==> src/rtl/dac_fe_pkg.sv <==
package dac_fe_pkg;
  localparam int CODE_W = 12;
  localparam int SEL_W  = 2;
  localparam int CH_N   = 2;
endpackage

==> src/rtl/dac_fe_sampler.sv <==
module dac_fe_sampler (
  input  logic clk_i,
  input  logic rst_ni,
  input  logic sclk_i,
  input  logic sdi_i,
  input  logic cs_ni,
  input  logic load_ni,
  output logic shift_en_o,
  output logic sdi_o,
  output logic cs_idle_o,
  output logic load_lvl_o
);
  logic sclk_q, sclk_prev_q;

  always_ff @(posedge clk_i or negedge rst_ni) begin
    if (!rst_ni) begin
      sclk_q      <= 1'b0;
      sclk_prev_q <= 1'b0;
      sdi_o       <= 1'b0;
      cs_idle_o   <= 1'b1;
      load_lvl_o  <= 1'b1;
    end else begin
      sclk_q      <= sclk_i;
      sclk_prev_q <= sclk_q;
      sdi_o       <= sdi_i;
      cs_idle_o   <= cs_ni;
      load_lvl_o  <= load_ni;
    end
  end

  // rising serial clock edge, only while selected
  assign shift_en_o = sclk_q & ~sclk_prev_q & ~cs_idle_o;
endmodule

==> src/rtl/dac_fe_shreg.sv <==
module dac_fe_shreg #(
  parameter int FRAME_W = 14
) (
  input  logic               clk_i,
  input  logic               rst_ni,
  input  logic               shift_en_i,
  input  logic               sdi_i,
  output logic [FRAME_W-1:0] word_o
);
  always_ff @(posedge clk_i or negedge rst_ni) begin
    if (!rst_ni)         word_o <= '0;
    else if (shift_en_i) word_o <= {word_o[FRAME_W-2:0], sdi_i};
  end
endmodule

==> src/rtl/dac_fe_chreg.sv <==
module dac_fe_chreg #(
  parameter int DATA_W = 12,
  parameter int ADDR_W = 2,
  parameter int SEL    = 1
) (
  input  logic              clk_i,
  input  logic              rst_ni,
  input  logic              open_i,
  input  logic [ADDR_W-1:0] addr_i,
  input  logic [DATA_W-1:0] data_i,
  output logic [DATA_W-1:0] code_o
);
  localparam logic [ADDR_W-1:0] SelCode = ADDR_W'(SEL);

  always_ff @(posedge clk_i or negedge rst_ni) begin
    if (!rst_ni)                           code_o <= '0;
    else if (open_i && addr_i == SelCode)  code_o <= data_i;
  end
endmodule

==> src/rtl/dac_fe_top.sv <==
module dac_fe_top #(
  parameter int DATA_W = dac_fe_pkg::CODE_W,
  parameter int ADDR_W = dac_fe_pkg::SEL_W
) (
  input  logic              clk_i,
  input  logic              rst_ni,
  input  logic              sclk_i,
  input  logic              sdi_i,
  input  logic              cs_ni,
  input  logic              load_ni,
  output logic [DATA_W-1:0] code_a_o,
  output logic [DATA_W-1:0] code_b_o
);
  localparam int FRAME_W = ADDR_W + DATA_W;
  localparam int CH_N    = dac_fe_pkg::CH_N;

  logic               shift_en, sdi_lvl, cs_idle, load_lvl;
  logic [FRAME_W-1:0] shift_word;
  logic [DATA_W-1:0]  code_q [CH_N];

  dac_fe_sampler i_sampler (
    .clk_i      (clk_i),
    .rst_ni     (rst_ni),
    .sclk_i     (sclk_i),
    .sdi_i      (sdi_i),
    .cs_ni      (cs_ni),
    .load_ni    (load_ni),
    .shift_en_o (shift_en),
    .sdi_o      (sdi_lvl),
    .cs_idle_o  (cs_idle),
    .load_lvl_o (load_lvl)
  );

  dac_fe_shreg #(.FRAME_W(FRAME_W)) i_shreg (
    .clk_i      (clk_i),
    .rst_ni     (rst_ni),
    .shift_en_i (shift_en),
    .sdi_i      (sdi_lvl),
    .word_o     (shift_word)
  );

  // channel k answers to address k+1; other codes select nothing
  for (genvar ch = 0; ch < CH_N; ch++) begin : g_ch
    dac_fe_chreg #(.DATA_W(DATA_W), .ADDR_W(ADDR_W), .SEL(ch + 1)) i_chreg (
      .clk_i  (clk_i),
      .rst_ni (rst_ni),
      .open_i (~load_lvl),
      .addr_i (shift_word[FRAME_W-1 -: ADDR_W]),
      .data_i (shift_word[DATA_W-1:0]),
      .code_o (code_q[ch])
    );
  end

  assign code_a_o = code_q[0];
  assign code_b_o = code_q[1];
endmodule

==> config.mk <==
export PLATFORM = sky130hd
export DESIGN_NAME = dac_fe_top
export DESIGN_NICKNAME = d
export VERILOG_FILES = /design/src/rtl/dac_fe_pkg.sv /design/src/rtl/dac_fe_sampler.sv /design/src/rtl/dac_fe_shreg.sv /design/src/rtl/dac_fe_chreg.sv /design/src/rtl/dac_fe_top.sv
export SDC_FILE = /design/constraint.sdc
export NUM_CORES = 1
export LEC_CHECK = 0
export CAP_MARGIN = 25
export CORE_MARGIN = 8
export CORE_UTILIZATION = 35
export DETAILED_ROUTE_END_ITERATION = 10
export GPL_ROUTABILITY_DRIVEN = 1
export SLEW_MARGIN = 20
export SYNTH_ARGS = -nofsm -noshare
export SYNTH_HDL_FRONTEND = slang
export SYNTH_SLANG_ARGS = --single-unit
==> constraint.sdc <==
create_clock -name clk_i -period 1.7 [get_ports clk_i]
set_input_delay 0.34 -clock clk_i [delete_from_list [all_inputs] [get_ports clk_i]]
set_output_delay 0.34 -clock clk_i [all_outputs]
set_load 0.01 [all_outputs]
==> results of run 1 <==
sequential cells by signal, indices dropped and copies added, names as in the netlist:
register / flops
g_ch.i_chreg.code_o: 24
i_sampler.load_lvl_o: 1
i_shreg.word_o: 14
i_sampler.cs_idle_o: 1
i_sampler.sdi_o: 1
i_sampler.sclk_prev_q: 1
i_sampler.sclk_q: 1
layout make-up:
type / instances / area [um^2]
fillers: 378 / 2308
clock inverters: 2 / 37.54
repair buffers: 34 / 337.8
well taps: 52 / 65.06
clock buffers: 6 / 72.57
flip-flops and latches: 43 / 1079
multi-input cells: 41 / 484.2
worst reg2reg max path, delay by kind of cell, from the launching register on:
family	cells	cell delay [ps]
and+or+nand+nor	1	190
DFF	1	430
muxes	1	370
buffers and inverters	1	240
cell families (layout without fill, tap and decap cells):
family	count (synthesis)	in the layout	synth area share [%]
mux	38	38	26.80
flops	43	43	67.55
simple gates	3	3	3.526
buf+inv	3	42	2.116
through the flow:
step                      setup WS (ps)  power (mW)  utilization [%]  std cells  hold slack (ps)
after floorplan                   415.9       1.316                -         87            44.41
after global placement            396.4       1.397            44.61        169            288.0
after detailed placement          361.9       1.404            44.61        169            304.5
after CTS                         116.6       2.195            47.35        178            409.6
after global routing              81.54       2.276            47.35        178            425.6
final                             146.1       2.161            47.35        178            397.6
Yosys cell counts, drive strengths merged:
cell type / n / area, um^2
buf: 3 / 33.78
dfrtp: 41 / 1026
dfstp: 2 / 52.55
mux2: 38 / 427.9
nor3b: 3 / 56.30
power by group:
| part | switching (mW) | internal, mW | leakage (nW) |
|---|---|---|---|
| Clock | 0.338 | 0.438 | 0.0514 |
| Combinational | 0.0564 | 0.105 | 0.335 |
| Sequential | 0.0944 | 1.13 | 0.574 |
| Total | 0.489 | 1.67 | 0.961 |
path summary, 6_finish.rpt:
| kind | from | end | slack [ps] | cells after the start |
|---|---|---|---|---|
| setup / recovery | g_ch[1].i_chreg.code_o[6] | code_b_o[6] | 150 | 1 |
| hold / removal | i_sampler.sclk_q | i_sampler.sclk_prev_q | 400 | 0 |
| setup reg to reg | i_shreg.word_o[13] | g_ch[0].i_chreg.code_o[2] | 360 | 3 |
| hold reg to reg | i_sampler.sclk_q | i_sampler.sclk_prev_q | 400 | 0 |
| max in group asynchronous | rst_ni | i_sampler.cs_idle_o | 640 | 3 |
| min in group asynchronous | rst_ni | g_ch[1].i_chreg.code_o[9] | 510 | 2 |
routing by layer:
layer	vias to the layer above	GRT usage, %	share of wire (%)
met4	0	2.826	0.84
met3	4	5.566	8.1
met1	401	11.10	48
met2	25	13.08	43
li1	380	-	-
met5	-	0	0
repair_timing:
| item | in CTS | in global routing |
|---|---|---|
| setup buffers | 0 | 0 |
| endpoints found under the hold margin | 16 | 0 |
| hold buffers | 1 | 0 |
==> metrics, run 1 <==
outcome completed; Antenna Nets Post-Route 0; CP Data Arrival Time 1210 ps; Worst Path Buf+Inv 1; Warnings, synthesis 0; Syn Inst Count 87; WS Path Type reg2out; most frequent cells in the layout dfrtp_1, mux2_2, clkdlybuf4s50_1, clkbuf_8; Vias 810; gr ovfl total 0; final setup TNS 0 ps; antenna cells 0; Post-Syn Area 0.001597 mm^2; I/O Buffers 29; Worst slew margin 71.18%; CORE AREA 0.004384 mm^2; power per cell area 1041 mW/mm^2; Sink Count 43; clk root buf clkbuf_8; register area share after synthesis 67.55%; largest net degree at the start of global routing 27; crit path max fanout 2; routed len/inst 16.07 um; final count of hold timing violations 0; Slew Viols, Final 0; die area 0.006979 mm^2; All-Layer GR Usage 9.146%; Initial DRT Pass Iterations 2; H-tree depth 2; Design Area, Final 0.002076 mm^2; post-synth cell types 6; placed inst area 0.001956 mm^2; first-pass GRT wire length 5057 um; peak supply drop 0.6894 mV; Setup Skew 8.219 ps; synthesized area per cell 18.35 um^2; CP Capture Type output port; Final Critical Period 1554 ps; crit path cell chain clkdlybuf4s50_1; DR iter-0 viols 25; Max clock buf depth 2; RSZ-0062 raised after global routing false; total CTS buffers 5; DRC viols 0; Slew @ Worst Pin 432.3 ps; vias in the first global route 964; Achievable Freq 643.5 MHz; share of cells above drive strength 1 42.86%; die width 83.54 um; CTS resizes 0; Critical Path RT 1360 ps; final setup vio count 0; I/O pin cnt 30; P&R area growth vs syn 30.02%; crit share post-route 91.41%; Die Span Y 83.54 um; clk_lat worst skew 300 ps; Starting Density 36.42%; crit-path max cell delay 550 ps; Final #Nets 131; register bit total from synthesis 43; slowest CP cell clkdlybuf4s50_1; clock transition at the registers of the reported paths 80 ps; type of origin of the critical path flip-flop; GP Congestion 0.7008; commonest non-fill, non-tap cell in the layout dfrtp_1; Lkg Pwr 0.9606 nW; CTS tree yes; Routed WL 2861 um; max-cap viol count 0; critical path's top delay family buffers and inverters; post-DP HPWL 1931 um; drt via density 4.551; Hold Crit Class reg2reg; site row count 24; Synth Net Count 93; initial antenna violation count 0
(Power assumes the default switching activity.)
==> inputs of run 2 (changes only) <==
Settings changed: CORE_UTILIZATION 35 to 34, SYNTH_HIERARCHICAL from default to 1.
==> metrics, run 2 <==
outcome completed; clk root buf clkbuf_8; Synth Net Count 94 (+1.1%); Final Critical Period 1546 ps (-8.055 ps); commonest non-fill, non-tap cell in the layout dfrtp_1; Warnings, synthesis 6 (+6); post-DP HPWL 2058 um (+6.6%); Worst slew margin 68.07% (-3.1 points); Hold Crit Class in2async; critical path's top delay family buffers and inverters; crit share post-route 90.93% (-0.47 points); Post-synth top flop dfrtp_1; sw power 484.8 uW (-0.90%); I/O pin cnt 30 (unchanged); die area 0.007416 mm^2 (+6.3%); die width 86.12 um (+3.1%); internal cell power 1.714 mW (+2.5%); slowest CP cell clkdlybuf4s50_1; Slew Viols, Final 0 (unchanged); type of origin of the critical path flip-flop; site row count 25 (+4.2%); I/O Buffers 29 (unchanged); routed length on met2 1366 um (+9.8%); DR WL met3 193 um (-17%); Post-Syn Area 0.001672 mm^2 (+4.7%); Starting Density 35.39% (-1.0 points); max layer used met4; Die Span Y 86.12 um (+3.1%); area fraction of the dominant cell type after synthesis 61.38% (-2.9 points); area of the multi-input gates 555.5 um^2 (+15%); Final #Nets 129 (-1.5%); Slew @ Worst Pin 478.9 ps (+46.64 ps); clock transition at the registers of the reported paths 80 ps (about the same); vias in the first global route 892 (-7.5%); Switching Fraction 22.05% (-0.59 points); Adder-Cell Fraction of Synth Area 0% (unchanged); Setup Skew 6.288 ps (-1.931 ps); crit path cell chain clkdlybuf4s50_1; routed len/inst 14.86 um (-7.5%); antenna cells 0 (unchanged); Worst Path Buf+Inv 1 (unchanged); CP Capture Type output port; most frequent cells in the layout dfrtp_1, clkdlybuf4s50_1, mux2_4, mux2_2, clkbuf_8; GP Congestion 0.6445 (-8.0%); power per cell area 1022 mW/mm^2 (-1.9%); DR iter-0 viols 38 (+52%); Logic pwr share 7.6% (about the same); DRC viols 0 (unchanged); Achievable Freq 646.9 MHz (+0.52%); register bit total from synthesis 43 (unchanged); Synth Area in XOR/XNOR 0% (unchanged); Routed WL 2839 um (-0.77%); Vias 808 (-0.25%); synth top area cells dfrtp_1, mux2_4, mux2_2; max-cap viol count 0 (unchanged); Syn Inst Count 88 (+1.1%); routed length on met1 1252 um (-7.9%); CORE AREA 0.004723 mm^2 (+7.7%); Antenna Nets Post-Route 0 (unchanged); CTS tree yes; Synth Area in Compound Gates 0% (unchanged); Critical Path RT 1360 ps (about the same); RSZ-0062 raised after global routing false; EDFF count, synth 0 (unchanged); largest net degree at the start of global routing 25 (-7.4%); multiplexer area fraction after synthesis 30.09% (+3.3 points); Async SR Flop Fraction 100.0% (unchanged); WS Path Type reg2out; crit-path max cell delay 550 ps (about the same); top-count cell post-synth dfrtp_1; leading area contributor after synthesis dfrtp_1; register area 0.001079 mm^2 (unchanged); clock share of power 36.6% (+0.7 points); top cells by count, synth dfrtp_1, mux2_4, mux2_2; share of cells above drive strength 1 43.55% (+0.69 points); post-synth cell types 8 (+2); All-Layer GR Usage 8.286% (-0.86 points); # hold bufs at CTS 0 (-1); register area share after synthesis 64.52% (-3.0 points); Sink Count 43 (unchanged); Lkg Pwr 1.082 nW (+13%); final count of hold timing violations 0 (unchanged); initial antenna violation count 0 (unchanged); gr ovfl total 0 (unchanged); drt via density 4.230 (-7.0%); first-pass GRT wire length 4595 um (-9.1%); CP Data Arrival Time 1210 ps (about the same); synthesized area per cell 19.00 um^2 (+3.5%); Regs by FF count g_ch.i_chreg/code_o x24, i_shreg/word_o x14; total CTS buffers 5 (unchanged); main combinational cell family by area after synthesis multiplexers; H-tree depth 2 (unchanged); Reg with most FFs g_ch.i_chreg/code_o; sequential share of power 55.8% (-0.8 points); Initial DRT Pass Iterations 2 (unchanged); postcts setup bufs 0 (unchanged); peak supply drop 0.6240 mV (-9.5%); CTS resizes 0 (unchanged); dpl ws 369.5 ps (+7.665 ps); Setup WS post-layout 154.2 ps (+8.055 ps); simple-gate share of the synthesized area 3.144% (-0.38 points); final setup vio count 0 (unchanged); crit path max fanout 2 (unchanged); P&R area growth vs syn 28.74%; Max clock buf depth 2 (unchanged); clk_lat worst skew 290 ps (about the same); final setup TNS 0 ps (unchanged); fill count 432 (+14%); Largest register FFs 24 (unchanged)
-- run 2: changes by cell type after synthesis, sizes merged --
| cell | previous run | this run |
|---|---|---|
| nor3b | 3 | 1 |
| inv | 0 | 1 |
| nand3b | 0 | 2 |
-- run 2: kinds of logic after synthesis --
kind of cell / after synthesis
buf+inv: 4
mux: 38
flops: 43
simple gates: 3
-- run 2: power groups by stage --
stage / Sequential [mW] / Clock, mW / Combinational (mW)
2_1_floorplan: 1.22 / 0 / 0.114
3_3_place_gp: 1.24 / 0 / 0.163
3_5_place_dp: 1.25 / 0 / 0.172
4_1_cts: 1.23 / 0.832 / 0.174
5_1_grt: 1.24 / 0.884 / 0.185
6_report: 1.23 / 0.804 / 0.168
-- run 2: through the flow --
| stage | hold WS, ps | power (mW) | utilization (%) | instances | cell area, um^2 |
|---|---|---|---|---|---|
| floorplan | 44.41 | 1.332 | - | 88 | 1672 |
| global placement | 313.1 | 1.408 | 43.07 | 183 | 2034 |
| detailed placement | 322.1 | 1.423 | 43.07 | 183 | 2034 |
| CTS | 0.6478 | 2.236 | 45.56 | 191 | 2152 |
| global route | 15.77 | 2.310 | 45.56 | 191 | 2152 |
| finish | 0.1824 | 2.198 | 45.56 | 191 | 2152 |
-- run 2: path summary, 6_finish.rpt --
| kind | depth (start not counted) | end | slack [ps] | from |
|---|---|---|---|---|
| max | 1 | code_b_o[2] | 150 | g_ch[1].i_chreg/code_o[2] |
| min | 1 | g_ch[0].i_chreg/code_o[5] | 0.2 | rst_ni |
| max reg2reg | 3 | g_ch[1].i_chreg/code_o[9] | 360 | i_sampler/load_lvl_o |
| min reg2reg | 0 | i_sampler/sclk_prev_q | 380 | i_sampler/sclk_q |
| max in group asynchronous | 2 | i_sampler/cs_idle_o | 1140 | rst_ni |
| min in group clk_i | 0 | i_sampler/sclk_prev_q | 380 | i_sampler/sclk_q |
-- run 2: layout make-up --
type | count | share of cell area (%)
clock inverter | 2 | 1.628
timing repair buffer | 31 | 14.53
inverter | 1 | 0.1744
tap | 67 | 3.895
sequential | 43 | 50.12
multi-input combinational | 41 | 25.81
clock buffer | 6 | 3.837
-- run 2: routing by layer --
layer  track usage, %  up-vias
li1                 -      375
met1            9.798      408
met2            12.32       21
met3            4.011        4
met4            3.822        0
met5                0        -
==> inputs of run 3 (changes only) <==
Settings changed: CAP_MARGIN 25 to default, PLACE_DENSITY from default to 0.65.
==> metrics, run 3 (same netlist as run 2, synthesis figures left out) <==
DR iter-0 viols 15 (-61%); Starting Density 35.39% (unchanged); CP Capture Type output port; die area 0.007416 mm^2 (unchanged); peak supply drop 0.4520 mV (-28%); total CTS buffers 5 (unchanged); final setup TNS 0 ps (unchanged); Core Util, Final 45.67% (+0.11 points); Largest register FFs 24 (unchanged); overall power 2.194 mW (-0.20%); initial antenna violation count 0 (unchanged); Regs by FF count g_ch.i_chreg/code_o x24, i_shreg/word_o x14; clk root buf clkbuf_8; slowest CP cell clkdlybuf4s50_1; Hold Path Depth 0; crit path max fanout 2 (unchanged); CORE AREA 0.004723 mm^2 (unchanged); gr ovfl total 0 (unchanged); first-pass GRT wire length 4692 um (+2.1%); Final #Nets 131 (+1.6%); Critical Path RT 1360 ps (about the same); Slew @ Worst Pin 262.3 ps (-216.6 ps); I/O Buffers 29 (unchanged); I/O pin cnt 30 (unchanged); type of origin of the critical path flip-flop; RSZ-0062 raised after global routing false; Setup Skew 13.00 ps (+6.716 ps); Initial DRT Pass Iterations 3 (+1); All-Layer GR Usage 8.258% (-0.028 points); Design Area, Final 0.002157 mm^2 (+0.23%); Sink Count 43 (unchanged); routed len/inst 14.58 um (-1.9%); critical path's top delay family buffers and inverters; critical hold path startpoint i_sampler/sclk_q; crit share post-route 90.87% (about the same); CTS tree yes; clock transition at the registers of the reported paths 80 ps (about the same); Final Critical Period 1545 ps (-1.002 ps); worst hold slack 381.6 ps (+381.4 ps); Vias 836 (+3.5%); Register-to-Register Path Depth 3 (unchanged); final count of hold timing violations 0 (unchanged); DRC viols 0 (unchanged); Worst Path Buf+Inv 1 (unchanged); Slew Viols, Final 0 (unchanged); Lkg Pwr 1.086 nW (+0.41%); crit-path max cell delay 560 ps (about the same); Critical path origin g_ch[0].i_chreg/code_o[2]; share of cells above drive strength 1 43.65% (+0.10 points); Routed WL 2813 um (-0.92%); clk_lat worst skew 290 ps (about the same); WS Path Type reg2out; site row count 25 (unchanged); GP Congestion 0.6792 (+5.4%); max-cap viol count 0 (unchanged); Achievable Freq 647.3 MHz (about the same); most frequent cells in the layout dfrtp_1, clkdlybuf4s50_1, mux2_4, mux2_2, clkbuf_8; fill count 407 (-5.8%); Hold Crit Class reg2reg; die width 86.12 um (unchanged); power per cell area 1017 mW/mm^2 (-0.44%); antenna cells 0 (unchanged); crit path cell chain clkdlybuf4s50_1; H-tree depth 2 (unchanged); commonest non-fill, non-tap cell in the layout dfrtp_1; outcome completed; Die Span Y 86.12 um (unchanged); Antenna Nets Post-Route 0 (unchanged); CP Data Arrival Time 1200 ps (about the same); drt via density 4.332 (+2.4%); vias in the first global route 915 (+2.6%); Worst slew margin 82.51% (+14 points); CP Depth 1 (unchanged); launching point of the worst reg2reg path i_sampler/load_lvl_o; final setup vio count 0 (unchanged); largest net degree at the start of global routing 21 (-16%); Max clock buf depth 2 (unchanged); Reg with most FFs g_ch.i_chreg/code_o; P&R area growth vs syn 29.04%; placed inst area 0.002029 mm^2 (-0.25%)
==> run 3: cell type report <==
class / count / area (um^2) / share of cell area [%]
Sequential cell: 43 / 1079 / 50.00
Multi-Input combinational cell: 41 / 555.5 / 25.75
Timing Repair Buffer: 33 / 317.8 / 14.73
Tap cell: 67 / 83.83 / 3.886
Clock buffer: 6 / 82.58 / 3.828
Clock inverter: 2 / 35.03 / 1.624
Inverter: 1 / 3.754 / 0.1740
==> run 3: repair_timing <==
action,4_1_cts,5_1_grt
endpoints found under the setup margin,0,0
gates resized for setup,0,0
hold buffers,1,0
setup buffers,0,0
hold endpoints to repair,9,0
==> run 3: final timing paths <==
| path | slack, ps | to |
|---|---|---|
| max in group asynchronous | 710 | i_sampler/load_lvl_o |
| worst min-delay path | 380 | i_sampler/sclk_prev_q |
| min in group asynchronous | 440 | i_shreg/word_o[4] |
| worst max-delay path | 160 | code_a_o[2] |
| worst max register to register | 380 | g_ch[1].i_chreg/code_o[9] |
| worst min register to register | 380 | i_sampler/sclk_prev_q |
==> run 3: per-layer routing <==
layer | global-route usage [%] | wire [um] | vias up
met3 | 2.865 | 184 | 6
met1 | 10.23 | 1339 | 417
met4 | 5.255 | 65 | 0
li1 | - | - | 385
met2 | 11.90 | 1223 | 28
met5 | 0 | 0 | -
==> run 3: stage by stage <==
stage / setup slack [ps] / instances
after global routing: 97.73 / 193
after global placement: 408.3 / 184
after detailed placement: 375.9 / 184
after CTS: 128.9 / 193
after floorplan: 376.8 / 88
final: 155.2 / 193
==> run 3: power breakdown <==
part / leakage (nW) / internal, mW / switching (mW) / total [mW]
sequential: 0.574 / 1.13 / 0.101 / 1.23
combinational: 0.451 / 0.110 / 0.0536 / 0.164
clock: 0.0612 / 0.475 / 0.325 / 0.801
